===== src/rtl/srx_pkg.sv =====
package srx_pkg;
  typedef enum logic [2:0] {
    ST_IDLE, ST_START, ST_DATA, ST_PAR, ST_STOP, ST_FECHK, ST_BRKW
  } rx_state_e;

  typedef struct packed {
    logic perr;
    logic ferr;
    logic brk;
  } rx_stat_t;
endpackage


===== src/rtl/srx_sync.sv =====
module srx_sync #(
  parameter int STAGES = 2
) (
  input  logic clk,
  input  logic rst,
  input  logic din,
  output logic dout
);
  logic [STAGES-1:0] sr;

  // reset to idle-high so no false edge appears out of reset
  always_ff @(posedge clk) begin
    if (rst) sr <= '1;
    else     sr <= {sr[STAGES-2:0], din};
  end

  assign dout = sr[STAGES-1];
endmodule


===== src/rtl/srx_frame.sv =====
module srx_frame
  import srx_pkg::*;
#(
  parameter int OVS    = 16,
  parameter int DATA_W = 8
) (
  input  logic              clk,
  input  logic              rst,
  input  logic              rx,
  input  logic              tick,
  input  logic [1:0]        len_i,
  input  logic [1:0]        pmode_i,
  output logic              push_o,
  output logic [DATA_W-1:0] data_o,
  output rx_stat_t          stat_o
);
  localparam int CW = $clog2(OVS);
  localparam int BW = $clog2(DATA_W);
  localparam logic [CW-1:0] CNT_HALF = CW'(OVS/2 - 1);
  localparam logic [CW-1:0] CNT_FULL = CW'(OVS - 1);

  rx_state_e         st;
  logic [CW-1:0]     cnt;
  logic [BW-1:0]     bidx;
  logic [DATA_W-1:0] sh;
  logic              perr_q, all_low, rx_q;
  logic [BW-1:0]     last_idx;
  logic              par_en, par_odd, at_half, at_full;

  assign last_idx = BW'(DATA_W - 4) + BW'(len_i);
  assign par_en   = (pmode_i == 2'd1) || (pmode_i == 2'd2);
  assign par_odd  = (pmode_i == 2'd2);
  assign at_half  = tick && (cnt == CNT_HALF);
  assign at_full  = tick && (cnt == CNT_FULL);

  always_ff @(posedge clk) begin
    if (rst) begin
      st      <= ST_IDLE;
      cnt     <= '0;
      bidx    <= '0;
      sh      <= '0;
      perr_q  <= 1'b0;
      all_low <= 1'b0;
      rx_q    <= 1'b1;
      push_o  <= 1'b0;
      data_o  <= '0;
      stat_o  <= '0;
    end else begin
      rx_q   <= rx;
      push_o <= 1'b0;
      case (st)
        ST_IDLE: begin
          cnt <= '0;
          if (rx_q && !rx) st <= ST_START;
        end
        ST_START: begin
          if (tick) begin
            if (rx) begin
              st <= ST_IDLE;
            end else if (at_half) begin
              st      <= ST_DATA;
              cnt     <= '0;
              bidx    <= '0;
              sh      <= '0;
              perr_q  <= 1'b0;
              all_low <= 1'b1;
            end else begin
              cnt <= cnt + 1'b1;
            end
          end
        end
        ST_DATA: begin
          if (at_full) begin
            cnt      <= '0;
            sh[bidx] <= rx;
            all_low  <= all_low & ~rx;
            if (bidx == last_idx) st <= par_en ? ST_PAR : ST_STOP;
            else                  bidx <= bidx + 1'b1;
          end else if (tick) begin
            cnt <= cnt + 1'b1;
          end
        end
        ST_PAR: begin
          if (at_full) begin
            cnt     <= '0;
            perr_q  <= (^sh) ^ rx ^ par_odd;
            all_low <= all_low & ~rx;
            st      <= ST_STOP;
          end else if (tick) begin
            cnt <= cnt + 1'b1;
          end
        end
        ST_STOP: begin
          if (at_full) begin
            cnt    <= '0;
            push_o <= 1'b1;
            data_o <= sh;
            if (rx) begin
              stat_o <= '{perr: perr_q, ferr: 1'b0, brk: 1'b0};
              st     <= ST_IDLE;
            end else if (all_low) begin
              stat_o <= '{perr: 1'b0, ferr: 1'b0, brk: 1'b1};
              st     <= ST_BRKW;
            end else begin
              stat_o <= '{perr: perr_q, ferr: 1'b1, brk: 1'b0};
              st     <= ST_FECHK;
            end
          end else if (tick) begin
            cnt <= cnt + 1'b1;
          end
        end
        ST_FECHK: begin
          if (at_half) begin
            cnt <= '0;
            if (!rx) begin
              st      <= ST_DATA;
              bidx    <= '0;
              sh      <= '0;
              perr_q  <= 1'b0;
              all_low <= 1'b1;
            end else begin
              st <= ST_IDLE;
            end
          end else if (tick) begin
            cnt <= cnt + 1'b1;
          end
        end
        ST_BRKW: begin
          if (tick) begin
            if (!rx)          cnt <= '0;
            else if (at_half) begin
              cnt <= '0;
              st  <= ST_IDLE;
            end else          cnt <= cnt + 1'b1;
          end
        end
        default: st <= ST_IDLE;
      endcase
    end
  end


  start_reject_chk: assert property (@(posedge clk) disable iff (rst)
    (st == ST_START && tick && rx) |=> (st == ST_IDLE && !push_o));


  upper_zero_chk: assert property (@(posedge clk) disable iff (rst)
    push_o |-> ((data_o >> (DATA_W - 3 + int'($past(len_i)))) == '0));


  brk_zero_chk: assert property (@(posedge clk) disable iff (rst)
    (push_o && stat_o.brk) |-> (data_o == '0 && !stat_o.ferr && !stat_o.perr));


  brk_hold_chk: assert property (@(posedge clk) disable iff (rst)
    (st == ST_BRKW && !rx) |=> (st == ST_BRKW));
endmodule


===== src/rtl/srx_fifo.sv =====
module srx_fifo
  import srx_pkg::*;
#(
  parameter int DEPTH  = 3,
  parameter int DATA_W = 8
) (
  input  logic              clk,
  input  logic              rst,
  input  logic              push,
  input  logic [DATA_W-1:0] din,
  input  rx_stat_t          sin,
  input  logic              pop,
  output logic              ready,
  output logic [DATA_W-1:0] dout,
  output rx_stat_t          sout,
  output logic              ovr
);
  localparam int PW = $clog2(DEPTH);
  localparam int CNTW = $clog2(DEPTH + 1);
  localparam logic [PW-1:0]   PTR_LAST = PW'(DEPTH - 1);
  localparam logic [CNTW-1:0] CNT_FULL = CNTW'(DEPTH);

  logic [DATA_W-1:0] dmem [DEPTH];
  rx_stat_t          smem [DEPTH];
  logic [DEPTH-1:0]  ovr_r;
  logic [PW-1:0]     rd, wr, newest;
  logic [CNTW-1:0]   count;
  logic              full, do_pop, do_push, mark_ovr;

  function automatic logic [PW-1:0] nxt(input logic [PW-1:0] p);
    return (p == PTR_LAST) ? '0 : p + 1'b1;
  endfunction

  assign full     = (count == CNT_FULL);
  assign do_pop   = pop && (count != '0);
  assign do_push  = push && (!full || do_pop);
  assign mark_ovr = push && full && !do_pop;
  assign newest   = (wr == '0) ? PTR_LAST : wr - 1'b1;

  // storage without reset so it can map to a RAM
  always_ff @(posedge clk) begin
    if (do_push) begin
      dmem[wr] <= din;
      smem[wr] <= sin;
    end
  end

  always_ff @(posedge clk) begin
    if (rst) begin
      rd    <= '0;
      wr    <= '0;
      count <= '0;
      ovr_r <= '0;
    end else begin
      if (do_push) begin
        wr        <= nxt(wr);
        ovr_r[wr] <= 1'b0;
      end
      if (mark_ovr) ovr_r[newest] <= 1'b1;
      if (do_pop)   rd <= nxt(rd);
      case ({do_push, do_pop})
        2'b10:   count <= count + 1'b1;
        2'b01:   count <= count - 1'b1;
        default: count <= count;
      endcase
    end
  end

  assign ready = (count != '0);
  assign dout  = dmem[rd];
  assign sout  = smem[rd];
  assign ovr   = ovr_r[rd];


  no_overflow_chk: assert property (@(posedge clk) disable iff (rst)
    (count <= CNT_FULL));


  full_drop_chk: assert property (@(posedge clk) disable iff (rst)
    (push && full && !pop) |=> (count == CNT_FULL && $stable(wr)));


  pop_empty_chk: assert property (@(posedge clk) disable iff (rst)
    (pop && count == '0 && !push) |=> (count == '0 && $stable(rd)));
endmodule


===== src/rtl/serial_rx_break.sv =====
module serial_rx_break
  import srx_pkg::*;
#(
  parameter int OVS         = 16,
  parameter int DATA_W      = 8,
  parameter int FIFO_DEPTH  = 3,
  parameter int SYNC_STAGES = 2
) (
  input  logic              clk,
  input  logic              rst,
  input  logic              rx_i,
  input  logic              tick_i,
  input  logic [1:0]        char_len_i,
  input  logic [1:0]        par_mode_i,
  input  logic              pop_i,
  output logic              ready_o,
  output logic [DATA_W-1:0] data_o,
  output logic              perr_o,
  output logic              ferr_o,
  output logic              brk_o,
  output logic              ovr_o
);
  logic              rx_s, push;
  logic [DATA_W-1:0] wdata;
  rx_stat_t          wstat, hstat;

  srx_sync #(.STAGES(SYNC_STAGES)) u_sync (
    .clk(clk), .rst(rst), .din(rx_i), .dout(rx_s)
  );

  srx_frame #(.OVS(OVS), .DATA_W(DATA_W)) u_frame (
    .clk(clk), .rst(rst), .rx(rx_s), .tick(tick_i),
    .len_i(char_len_i), .pmode_i(par_mode_i),
    .push_o(push), .data_o(wdata), .stat_o(wstat)
  );

  srx_fifo #(.DEPTH(FIFO_DEPTH), .DATA_W(DATA_W)) u_fifo (
    .clk(clk), .rst(rst), .push(push), .din(wdata), .sin(wstat),
    .pop(pop_i), .ready(ready_o), .dout(data_o), .sout(hstat), .ovr(ovr_o)
  );

  assign perr_o = hstat.perr;
  assign ferr_o = hstat.ferr;
  assign brk_o  = hstat.brk;
endmodule


===== config.mk =====
export PLATFORM = sky130hd
export DESIGN_NAME = serial_rx_break
export DESIGN_NICKNAME = d
export VERILOG_FILES = /design/src/rtl/srx_pkg.sv /design/src/rtl/srx_sync.sv /design/src/rtl/srx_frame.sv /design/src/rtl/srx_fifo.sv /design/src/rtl/serial_rx_break.sv
export SDC_FILE = /design/constraint.sdc
export NUM_CORES = 1
export LEC_CHECK = 0
export ABC_AREA = 0
export BUFFER_PORTS_ARGS = -buffer_cell sky130_fd_sc_hd__buf_4
export CAP_MARGIN = 15
export CORE_MARGIN = 1.5
export CORE_UTILIZATION = 50
export CTS_CLUSTER_DIAMETER = 200
export CTS_CLUSTER_SIZE = 12
export DETAILED_ROUTE_END_ITERATION = 10
export GPL_TIMING_DRIVEN = 0
export PLACE_DENSITY = 0.71
export RECOVER_POWER = 50
export SLEW_MARGIN = 20
export SYNTH_ARGS = -nofsm -noshare
export SYNTH_HDL_FRONTEND = slang
export SYNTH_SLANG_ARGS = --single-unit

===== constraint.sdc =====
create_clock -name clk -period 1.8 [get_ports clk]
set_clock_uncertainty 0.15 [all_clocks]
set_input_delay 0.18 -clock clk [delete_from_list [all_inputs] [get_ports clk]]
set_output_delay 0.18 -clock clk [all_outputs]
set_load 0.1 [all_outputs]

* Word-level counts from Yosys, hierarchy flattened
Memories as Yosys holds them, arrays and structs flattened. A register that Yosys moved wholly into a read port is not among the register bits.
Index checks and enable logic that the tools add are counted.
** Word-level totals
- Memory bits (read-only) :: 0
- Logic and storage cells :: 187
- Output and inout port bits :: 13
- Memory bits (writable) :: 33
- Latch bits :: 0
- Bits of input ports :: 9
- Register bits :: 44
- Memories :: 2
** Cells by class
- Magnitude comparators :: 7
- Div/mod/pow operators :: 0
- Shift operators :: 0
- Eq/ne operators :: 32
- Mux-type cells :: 79
- Multipliers :: 0
- Bitwise operators :: 8
- Reduce and logical (&&, ||, !) cells :: 34
- Add/subtract/negate cells :: 8
** Memories
- u_fifo.dmem :: depth 3, bits a word 8, read ports 1, clocked after memory_dff 1, write ports 1, RTL line srx_fifo.sv:23 : logic [DATA_W-1:0] dmem [DEPTH];
- u_fifo.smem :: depth 3, bits a word 3, read ports 1, clocked after memory_dff 1, write ports 1, RTL line srx_fifo.sv:24 : rx_stat_t smem [DEPTH];
** Operators with widths (number)
- 3-bit 2-to-1 mux :: 25
- 8-bit 2-to-1 mux :: 6
- 4-bit 2-to-1 mux :: 8
- 8-bit one-hot mux with 3 select lines :: 1
- 3-bit one-hot mux with 7 select lines :: 1
- 7-bit AND reduction :: 3
- 4-bit one-hot mux with 5 select lines :: 1
- 1-bit 2-to-1 mux :: 19
- 2-bit 2-to-1 mux :: 9
- 2-bit by 1-bit != test with 1-bit output, second input constant :: 9
- 2-bit != test, second input constant :: 6
- 11-bit AND reduction :: 1
- 2-bit equality test, second input constant :: 5
- 1-bit logical AND :: 10
- 3-bit equality test, second input constant :: 3
- 2-bit by 3-bit < comparator with 1-bit output, second input constant :: 3
- 3-bit one-hot mux with 3 select lines :: 1
- 3-bit nonzero test :: 3
- 8-bit bitwise mux :: 1
- 8-bit AND reduction :: 1
- 8-bit parity :: 1
- 2-bit by 1-bit adder with 2-bit output, second input constant :: 3
- 3-bit by 2-bit equality test with 1-bit output, second input constant :: 2
- 1-bit one-hot mux with 3 select lines :: 2
- other kinds (33) :: 44

* Longest topological paths before layout
Gate-level depths: netlist of the first run.
- Word-level depth :: 10
- Mapped depth :: 7
- Gate-level depth less buffers :: 7

* Cells and area by module
From an unflattened synthesis of the first run, not the netlist that was laid out.
** Second synthesis, totals
- Cell total of the unflattened synthesis :: 386
- Area total of the unflattened synthesis :: 3731.1 um^2
** Modules (own cells, without submodules)
- srx_frame :: cells each 251, area each 1943.1 um^2, sequential area each 660.6 um^2, times used 1
- srx_fifo :: cells each 131, area each 1735.4 um^2, sequential area each 1211.2 um^2, times used 1
- srx_sync :: cells each 4, area each 52.6 um^2, sequential area each 40.0 um^2, times used 1

* Worst setup path before layout of the first run
OpenSTA, ideal clock, no wires.
- Path kind :: flip-flop to output port
- Start :: register with a tool-made name
- End :: output brk_o
- Stages on the path, launching flop included :: 4
- Path buffers :: 1
- Arrival :: 2.789 ns
- Data required time :: 1.470 ns
- Path slack :: -1.319 ns
- Path through :: dfxtp_1 > buf_2 > mux2i_1 > o21ai_0
** RTL lines
- end, declared :: RTL line serial_rx_break.sv:20 : output logic brk_o,

* Worst setup path after layout of the first run
- Start :: register u_frame.st[2]
- End :: register u_frame.perr_q
** On the way
- Longest elaborated chain between the ends :: 3
** Ends and longest elaborated chain
- start, declared :: RTL line srx_frame.sv:22 : rx_state_e st;
- start signal, assigned :: RTL line srx_frame.sv:77 : if (bidx == last_idx) st <= par_en ? ST_PAR : ST_STOP;
- 3-bit by 2-bit equality test with 1-bit output (tied with other cells) :: RTL line srx_frame.sv:51 : case (st)
- 2-bit by 1-bit != test with 1-bit output (no source line) (tied with other cells)
- 7-bit AND reduction (no source line)
- end signal, assigned :: RTL line srx_frame.sv:86 : perr_q <= (^sh) ^ rx ^ par_odd;
- end, declared :: RTL line srx_frame.sv:26 : logic perr_q, all_low, rx_q;
Parallel ways exist; a longest one is shown, timed or not.
A chain may end at the register's enable or synchronous reset.

==> flow_summary.yaml, run 1 <==
critical_path:
  crit_start: "u_frame.st[2]"
  reg2reg_from: "u_frame.st[2]"
  max_stage_delay_ns: 0.34
  critPathBufInv: 1
  r2r_cells: 6
  start_kind: "flop"
  cp.arrival_ns: 1.97
  worstPathRequired_ns: 1.94
  cp_max_fo: 10
  critPathTopFamily: "simple AND/OR/NAND/NOR gates"
  r2r_slack_ns: -0.03
  r2r_end: "u_frame.perr_q"
  cp-end-kind: "flop"
  crit_type: "flop to flop"
  cp_cell_sequence: "buf_6 > nand3b_1 > o31a_1 > or3_4 > or3_1 > a21oi_1"
  slowest_stage: "or3_1"
timing:
  final_hold_viol_count: 0
  period_share: 1.02
  max_freq_ghz: 0.547
  worst_slack_ns: -0.0297
  slew_headroom: 0.565
  slew_viol_final: 0
  rsz0062_at_grt: "true"
  finalSetupViolCount: 3
  tightestPinTransition_ns: 0.652
  fin_crit_ns: 1.83
  holdWs_ns: 0.0715
floorplanning:
  die_area_um2: 7870
  die_w_um: 88.7
  io_pins: 22
  start_util: 0.512
  core-area_um2: 7180
  die_h_um: 88.7
  fp-row-count: 31
flow_run:
  maxCapViolations: 0
global_route:
  grt_pass1_wl_um: 12300
  track_usage: 0.208
  grt_pass1_vias: 2625
  grt.overflow.total: 0
  antenna_found_initial: 0
  grt_max_degree: 15
power:
  p_clk_frac: 0.342
  switching_share: 0.276
  p_int_mw: 2.78
  p_seq_frac: 0.497
  peakVddDrop_v: 0.000507
  combPwrFrac: 0.161
  power.density_nw_per_um2: 817
  p_total_mw: 3.84
  p_leak_nw: 1.65
  switchingPower_mw: 1.06
route:
  drtAntennaViolNets: 0
  totalWireLength_um: 8200
  num_vias: 2884
  route.detailed.drc: 0
  wl_per_cell_um: 15.7
  drt-initial-drc-count: 149
  first_pass_iters: 4
  viasPerCell: 5.51
synthesis:
  yosys.area.top_type: "edfxtp_1"
  synth.most_common_cell: "nand2_1"
  synth_xor_area_frac: 0.0347
  synth_top_family_by_area: "simple AND/OR/NAND/NOR gates"
  syn_avg_cell_area_um2: 9.65
  synthDistinctLibCells: 52
  synthCells: 381
  synth_edf_count: 33
  synth_top_cell_area_share: 0.270
  synth.ff_latch_count: 79
  synth_area_um2: 3670
  yosys-top-cells-area: "edfxtp_1 (27%), dfxtp_1 (25%), a21oi_1 (5.3%)"
  yosys.area_share.simple: 0.191
  synth_seq_area_share: 0.520
  synth_ff_type: "dfxtp_1"
  synth_nets: 397
  synth_mux_area_frac: 0.0443
  synth_common_cells: "nand2_1 (52), dfxtp_1 (46), a21oi_1 (39)"
  synth-compound-area-share: 0.142
  async_flop_share: 0
  synthAdderAreaFrac: 0.0238
  yosysWarningCount: 0
finish:
  fin_cells: 523
  nets: 435
  syn2layout_area_growth_pct: 28.0
  antennaDiodeCount: 0
  drive_above_1_share: 0.290
  final_util: 0.655
  num-fill-cells: 564
hold_path:
  hold_start: "pop_i"
  hold_path_class: "input port to flop"
  min_path_cells: 4
clocking:
  clock_sinks: 79
  cts_max_level: 3
  cts_inserted_buffers: 9
  clk_path_buf_depth: 2
  tritoncts: "done"
  cts.clk_slew.worst_paths_ns: 0.08
  cts_root_buf: "clkbuf_8"
  clock_latency_ns: 0.35
status:
  violations: "setup timing"
  outcome: "complete, but fails checks"
placed_design:
  place_hpwl_um: 5010
  placed_cells_incl_taps: 500
  routabilityCongestion: 0.905
  port_buffers: 20
==> metal layers <==
metal	part of all wire	track usage
met1	0.43	0.257
met2	0.51	0.357
met3	0.042	0.0401
met4	0.013	0.0852
met5	0	0
==> power by group through the flow <==
stage / clock [mW] / combinational [mW] / sequential (mW)
finish: 1.31 / 0.619 / 1.91
global route: 1.41 / 0.673 / 1.92
CTS: 1.34 / 0.553 / 1.90
detailed placement: 0 / 0.554 / 1.93
global placement: 0 / 0.552 / 1.93
floorplan: 0 / 0.440 / 1.92
==> cell families (layout without fill, tap and decap cells) <==
| kind of cell | count (synthesis) | count (layout) |
|---|---|---|
| adder cells (fa/ha/maj) | 7 | 7 |
| flip-flops | 79 | 79 |
| AO/OA/AOI/OAI | 88 | 88 |
| buffers and inverters | 33 | 76 |
| AND/OR/NAND/NOR | 145 | 145 |
| multiplexers | 16 | 16 |
| XOR/XNOR | 13 | 13 |
==> what timing repair did <==
action	in CTS	in global routing
gates resized for setup	50	43
pin swaps	5	14
hold buffers	1	0
endpoints found under the setup margin	39	66
gates cloned	0	2
setup buffers	1	6
hold endpoints to repair	1	0
==> worst max path at each step <==
stage	cells past startpoint	endpoint	slack (ns)
after floorplan	2	brk_o	-0.11
after global placement	6	u_frame.data_o[0]	-0.27
after detailed placement	6	u_frame.data_o[0]	-0.27
after CTS	6	u_frame.sh[1]	-0.02
after global routing	6	u_frame.perr_q	-0.13
final	6	u_frame.perr_q	-0.03
==> worst reg2reg max path, cell delays in order (launching register included) <==
cell,delay (ns)
dfxtp_1,0.32
buf_6,0.14
nand3b_1,0.20
o31a_1,0.13
or3_4,0.33
or3_1,0.34
a21oi_1,0.15
==> cell usage in the layout, fill, tap and decap left out, drive strengths merged, types with 6 or more instances in the layout <==
master / n
clkbuf: 20
nor2: 33
mux2i: 14
o21ai: 23
edfxtp: 33
buf: 39
xnor2: 10
nor2b: 9
or2: 6
dfxtp: 46
nand2: 52
a21oi: 39
nand3: 13
inv: 11
nor3: 6
ha: 7
==> state kept, by name, indices dropped and copies added, names as in the netlist, 3 cells and up, named ones only <==
signal,cells
u_fifo.dmem,24
u_fifo.smem,9
u_frame.cnt,4
u_fifo.ovr_r,3
u_frame.bidx,3
u_frame.st,3
u_frame.stat_o,3
u_frame.sh,8
u_frame.data_o,8
==> stage by stage <==
step | instance area, µm² | TNS [ns] | setup slack (ns)
floorplan | 3810 | -0.112 | -0.112
global placement | 4090 | -3.46 | -0.267
detailed placement | 4090 | -3.60 | -0.270
CTS | 4470 | -0.0206 | -0.0204
global route | 4700 | -0.720 | -0.132
finish | 4700 | -0.0687 | -0.0297
==> area by class of cell <==
type / instances / area, µm² / share of cell area
inverter: 10 / 37.5 / 0.00798
timing repair buffer: 30 / 327 / 0.0694
buffer: 20 / 155 / 0.0330
multi-input combinational: 269 / 1930 / 0.411
clock buffer: 10 / 128 / 0.0271
sequential: 79 / 1930 / 0.410
clock inverter: 6 / 68.8 / 0.0146
tap: 99 / 124 / 0.0263
No activity file was read; power rests on OpenSTA's default activity.
==> run 2: changes to the inputs <==
- CORE_UTILIZATION: 50 -> 54
- PLACE_DENSITY: 0.71 -> 0.76
==> flow_summary.yaml, run 2 (same netlist as run 1, synthesis figures left out) <==
timing:
  tightestPinTransition_ns: 0.673
  slew_viol_final: 0
  holdWs_ns: 0.0608
  rsz0062_at_grt: "true"
  worst_slack_ns: -0.145
  period_share: 1.08
  max_freq_ghz: 0.514
  slew_headroom: 0.551
  fin_crit_ns: 1.94
  final_hold_viol_count: 0
  finalSetupViolCount: 9
  finalSetupTns_ns: -0.252
critical_path:
  r2r_cells: 6
  cp-end-kind: "flop"
  worstPathRequired_ns: 1.94
  start_kind: "flop"
  cp_cell_sequence: "buf_6 > nor4b_4 > o21ai_2 > nor4b_2 > mux2_2 > nor2_1"
  slowest_stage: "mux2_2"
  r2r_slack_ns: -0.14
  reg2reg_from: "u_frame.cnt[3]"
  max_stage_delay_ns: 0.38
  cp.arrival_ns: 2.08
  r2r_end: "u_frame.sh[1]"
  cp_max_fo: 10
  crit_type: "flop to flop"
global_route:
  grt_pass1_wl_um: 12800
  grt.overflow.total: 0
  track_usage: 0.225
  antenna_found_initial: 0
  grt_pass1_vias: 2693
  grt_max_degree: 17
finish:
  largest_reg_flops: 24
  final_common_cell: "nand2_1"
  fin_cells: 507
  reg_top3: "u_fifo.dmem x24, u_fifo.smem x9"
  syn2layout_area_growth_pct: 33.4
  final_cell_mix: "nand2_1 (40), a21oi_1 (34), dfxtp_1 (33), edfxtp_1 (33), nor2_1 (32)"
  nets: 441
  drive_above_1_share: 0.342
  top_register: "u_fifo.dmem"
  num-fill-cells: 423
  antennaDiodeCount: 0
status:
  outcome: "complete, but fails checks"
  violations: "DRC, setup timing"
hold_path:
  hold_path_class: "input port to flop"
  hold_start: "pop_i"
  min_path_cells: 4
route:
  drtAntennaViolNets: 0
  num_vias: 2969
  first_pass_iters: 7
  viasPerCell: 5.86
  drt-initial-drc-count: 177
  totalWireLength_um: 8720
  wl_per_cell_um: 17.2
  route.detailed.drc: 2
floorplanning:
  io_pins: 22
  fp-row-count: 29
  die_w_um: 85.5
  die_h_um: 85.5
  die_area_um2: 7310
  core-area_um2: 6460
  start_util: 0.569
clocking:
  cts_max_level: 3
  clock_sinks: 79
  tritoncts: "done"
  cts.clk_slew.worst_paths_ns: 0.09
  cts_inserted_buffers: 9
  cts_root_buf: "clkbuf_8"
  clk_path_buf_depth: 2
  clock_latency_ns: 0.36
flow_run:
  maxCapViolations: 0
power:
  p_total_mw: 3.93
  peakVddDrop_v: 0.000486
  power.density_nw_per_um2: 801
  p_leak_nw: 1.72
placed_design:
  placed_cells_incl_taps: 478
  dp_slack_ns: -0.281
  routabilityCongestion: 0.889
  place_hpwl_um: 5240
  port_buffers: 20
run 2: what timing repair did:
item	CTS	global route
setup buffers	2	11
cloned	0	2
resized for setup	49	81
hold buffers	1	0
hold endpoints to repair	1	0
pin swaps	3	21
endpoints found under the setup margin	41	61
run 2: cell type report:
cell class / count / area, µm² / share of cell area
plain buffers: 20 / 159 / 0.0324
well taps: 77 / 96.3 / 0.0197
clock buffers: 10 / 149 / 0.0304
clock inverters: 6 / 53.8 / 0.0110
inverters: 10 / 41.3 / 0.00842
repair buffers: 36 / 412 / 0.0840
flip-flops and latches: 79 / 1940 / 0.395
multi-input cells: 269 / 2060 / 0.419
run 2: how the worst max path moves through the flow:
stage | startpoint | end | slack (ns)
after global placement | u_frame.cnt[0] | u_frame.data_o[6] | -0.28
after global routing | u_frame.cnt[3] | u_frame.sh[1] | -0.19
final | u_frame.cnt[3] | u_frame.sh[1] | -0.14
after floorplan | flop | brk_o | -0.11
after CTS | u_frame.st[0] | u_frame.sh[0] | -0.01
after detailed placement | u_frame.cnt[0] | u_frame.stat_o[1] | -0.28
run 2: critical path: cells and delay by family (launching register included):
family	cells	cell delay (ns)
simple gates	3	0.71
mux	1	0.38
compound gates	1	0.15
buf+inv	1	0.14
flops	1	0.34
run 2: routing by layer:
metal,GRT usage,share of wire
met1,0.294,0.43
met2,0.374,0.51
met3,0.0375,0.047
met4,0.0894,0.014
met5,0,0
run 2: per-stage QoR:
stage / util / area, µm²
5_1_grt: 0.759 / 4900
3_5_place_dp: 0.629 / 4060
6_report: 0.759 / 4900
4_1_cts: 0.693 / 4470
2_1_floorplan: - / 3810
3_3_place_gp: 0.629 / 4060
run 2: report_power, final:
group	switching, mW	internal [mW]
combinational	0.387	0.287
clock	0.729	0.614
sequential	0.0347	1.88
total	1.15	2.78
==> run 3: changes to the inputs <==
- CAP_MARGIN: 15 -> 25
- PLACE_DENSITY: 0.76 -> 0.8
==> flow_summary.yaml, run 3 (same netlist as run 1, synthesis figures left out) <==
status:
  outcome: "complete, but fails checks"
  violations: "DRC, setup timing"
global_route:
  antenna_found_initial: 0
  track_usage: 0.216
  grt_pass1_vias: 2685
  grt.overflow.total: 0
  grt_max_degree: 15
  grt_pass1_wl_um: 12300
timing:
  finalSetupTns_ns: -0.0346
  worst_slack_ns: -0.0346
  slew_headroom: 0.626
  period_share: 1.02
  finalSetupViolCount: 1
  max_freq_ghz: 0.545
  rsz0062_at_grt: "true"
  tightestPinTransition_ns: 0.561
  fin_crit_ns: 1.83
  final_hold_viol_count: 0
  slew_viol_final: 0
floorplanning:
  die_area_um2: 7310
  die_w_um: 85.5
  die_h_um: 85.5
  fp-row-count: 29
  start_util: 0.569
  io_pins: 22
  core-area_um2: 6460
route:
  totalWireLength_um: 8200
  wl_per_cell_um: 16.2
  drtAntennaViolNets: 0
  route.detailed.drc: 5
  num_vias: 2964
  viasPerCell: 5.87
  first_pass_iters: 8
  drt-initial-drc-count: 162
finish:
  nets: 439
  final_cell_mix: "nand2_1 (49), a21oi_1 (37), dfxtp_1 (35)"
  largest_reg_flops: 24
  final_common_cell: "nand2_1"
  fin_cells: 505
  drive_above_1_share: 0.294
  final_area_um2: 4660
  top_register: "u_fifo.dmem"
  antennaDiodeCount: 0
  syn2layout_area_growth_pct: 26.7
  final_util: 0.721
  reg_top3: "u_fifo.dmem x24, u_fifo.smem x9"
critical_path:
  crit_type: "flop to flop"
  start_kind: "flop"
  r2r_slack_ns: -0.03
  cp_max_fo: 8
  cp-end-kind: "flop"
  cp.arrival_ns: 1.97
  r2r_cells: 6
  r2r_end: "u_frame.sh[1]"
  worstPathRequired_ns: 1.93
  reg2reg_from: "u_frame.cnt[3]"
clocking:
  cts_max_level: 3
  clock_sinks: 79
  clk_path_buf_depth: 2
  tritoncts: "done"
  clock_latency_ns: 0.34
  cts.clk_slew.worst_paths_ns: 0.08
  cts_root_buf: "clkbuf_8"
  cts_inserted_buffers: 9
hold_path:
  min_path_cells: 4
  hold_start: "pop_i"
  hold_path_class: "input port to flop"
power:
  power.density_nw_per_um2: 859
  p_total_mw: 4.00
  peakVddDrop_v: 0.000525
  p_leak_nw: 1.66
flow_run:
  maxCapViolations: 0
placed_design:
  placed_cells_incl_taps: 478
  place_hpwl_um: 5180
  routabilityCongestion: 0.847
  port_buffers: 20
  placed_cell_area_um2: 4060
[run 3: changes by cell type in the layout (fill, tap and decap cells not counted), sizes merged]
| cell | change |
|---|---|
| inv | -3 |
| bufinv | +2 |
| buf | +1 |
| clkbuf | -2 |
| clkinvlp | -1 |
| clkinv | +1 |
[run 3: final cells by class]
type | count | area, µm²
fillers | 427 | 1800
repair buffers | 34 | 312
clock inverters | 5 | 81.3
clock buffers | 11 | 131
multi-input cells | 269 | 1910
well taps | 77 | 96.3
flip-flops and latches | 79 | 1930
plain buffers | 20 | 153
inverters | 10 | 41.3
[run 3: how the worst max path moves through the flow]
stage | from | slack (ns) | end
2_1_floorplan | flop | -0.11 | brk_o
3_3_place_gp | u_frame.cnt[0] | -0.27 | u_frame.stat_o[1]
3_5_place_dp | u_frame.cnt[0] | -0.30 | u_frame.data_o[2]
4_1_cts | u_frame.cnt[0] | -0.03 | u_frame.sh[1]
5_1_grt | u_frame.st[0] | -0.1 | u_frame.sh[1]
6_report | u_frame.cnt[3] | -0.03 | u_frame.sh[1]
[run 3: what timing repair did]
item / in CTS / in global routing
pin swaps: 5 / 15
cloned: 0 / 0
resized for setup: 41 / 42
hold endpoints to repair: 1 / 0
buffers inserted: 5 / 8
hold buffers: 1 / 0
endpoints found under the setup margin: 40 / 64
[run 3: critical path, stage by stage, from the launching register on]
cell     delay [ns]
dfxtp_2        0.34
buf_6          0.13
nor4b_2        0.29
o21ai_2        0.14
nor4b_2        0.26
mux2_2         0.37
nor2_1         0.09
[run 3: metal layers]
layer  wire length [µm]  part of all wire  vias to the layer above  track usage
met4                164             0.020                        0       0.0997
met2               4030              0.49                       91        0.360
met3                425             0.052                       17       0.0318
met5                  0                 0                        -            0
met1               3590              0.44                     1418        0.278
li1                   -                 -                     1438            -
[run 3: report_power, final]
part | switching [mW] | total (mW) | internal, mW | leakage, nW
registers | 0.0298 | 1.91 | 1.88 | 0.761
clock network | 0.656 | 1.44 | 0.789 | 0.106
logic | 0.378 | 0.646 | 0.268 | 0.795
[run 3: metrics by stage]
step	hold slack (ns)	worst slack, ns
6_report	0.108	-0.0346
5_1_grt	0.127	-0.0963
4_1_cts	0.0976	-0.0332
2_1_floorplan	0.134	-0.112
3_3_place_gp	0.216	-0.267
3_5_place_dp	0.220	-0.304
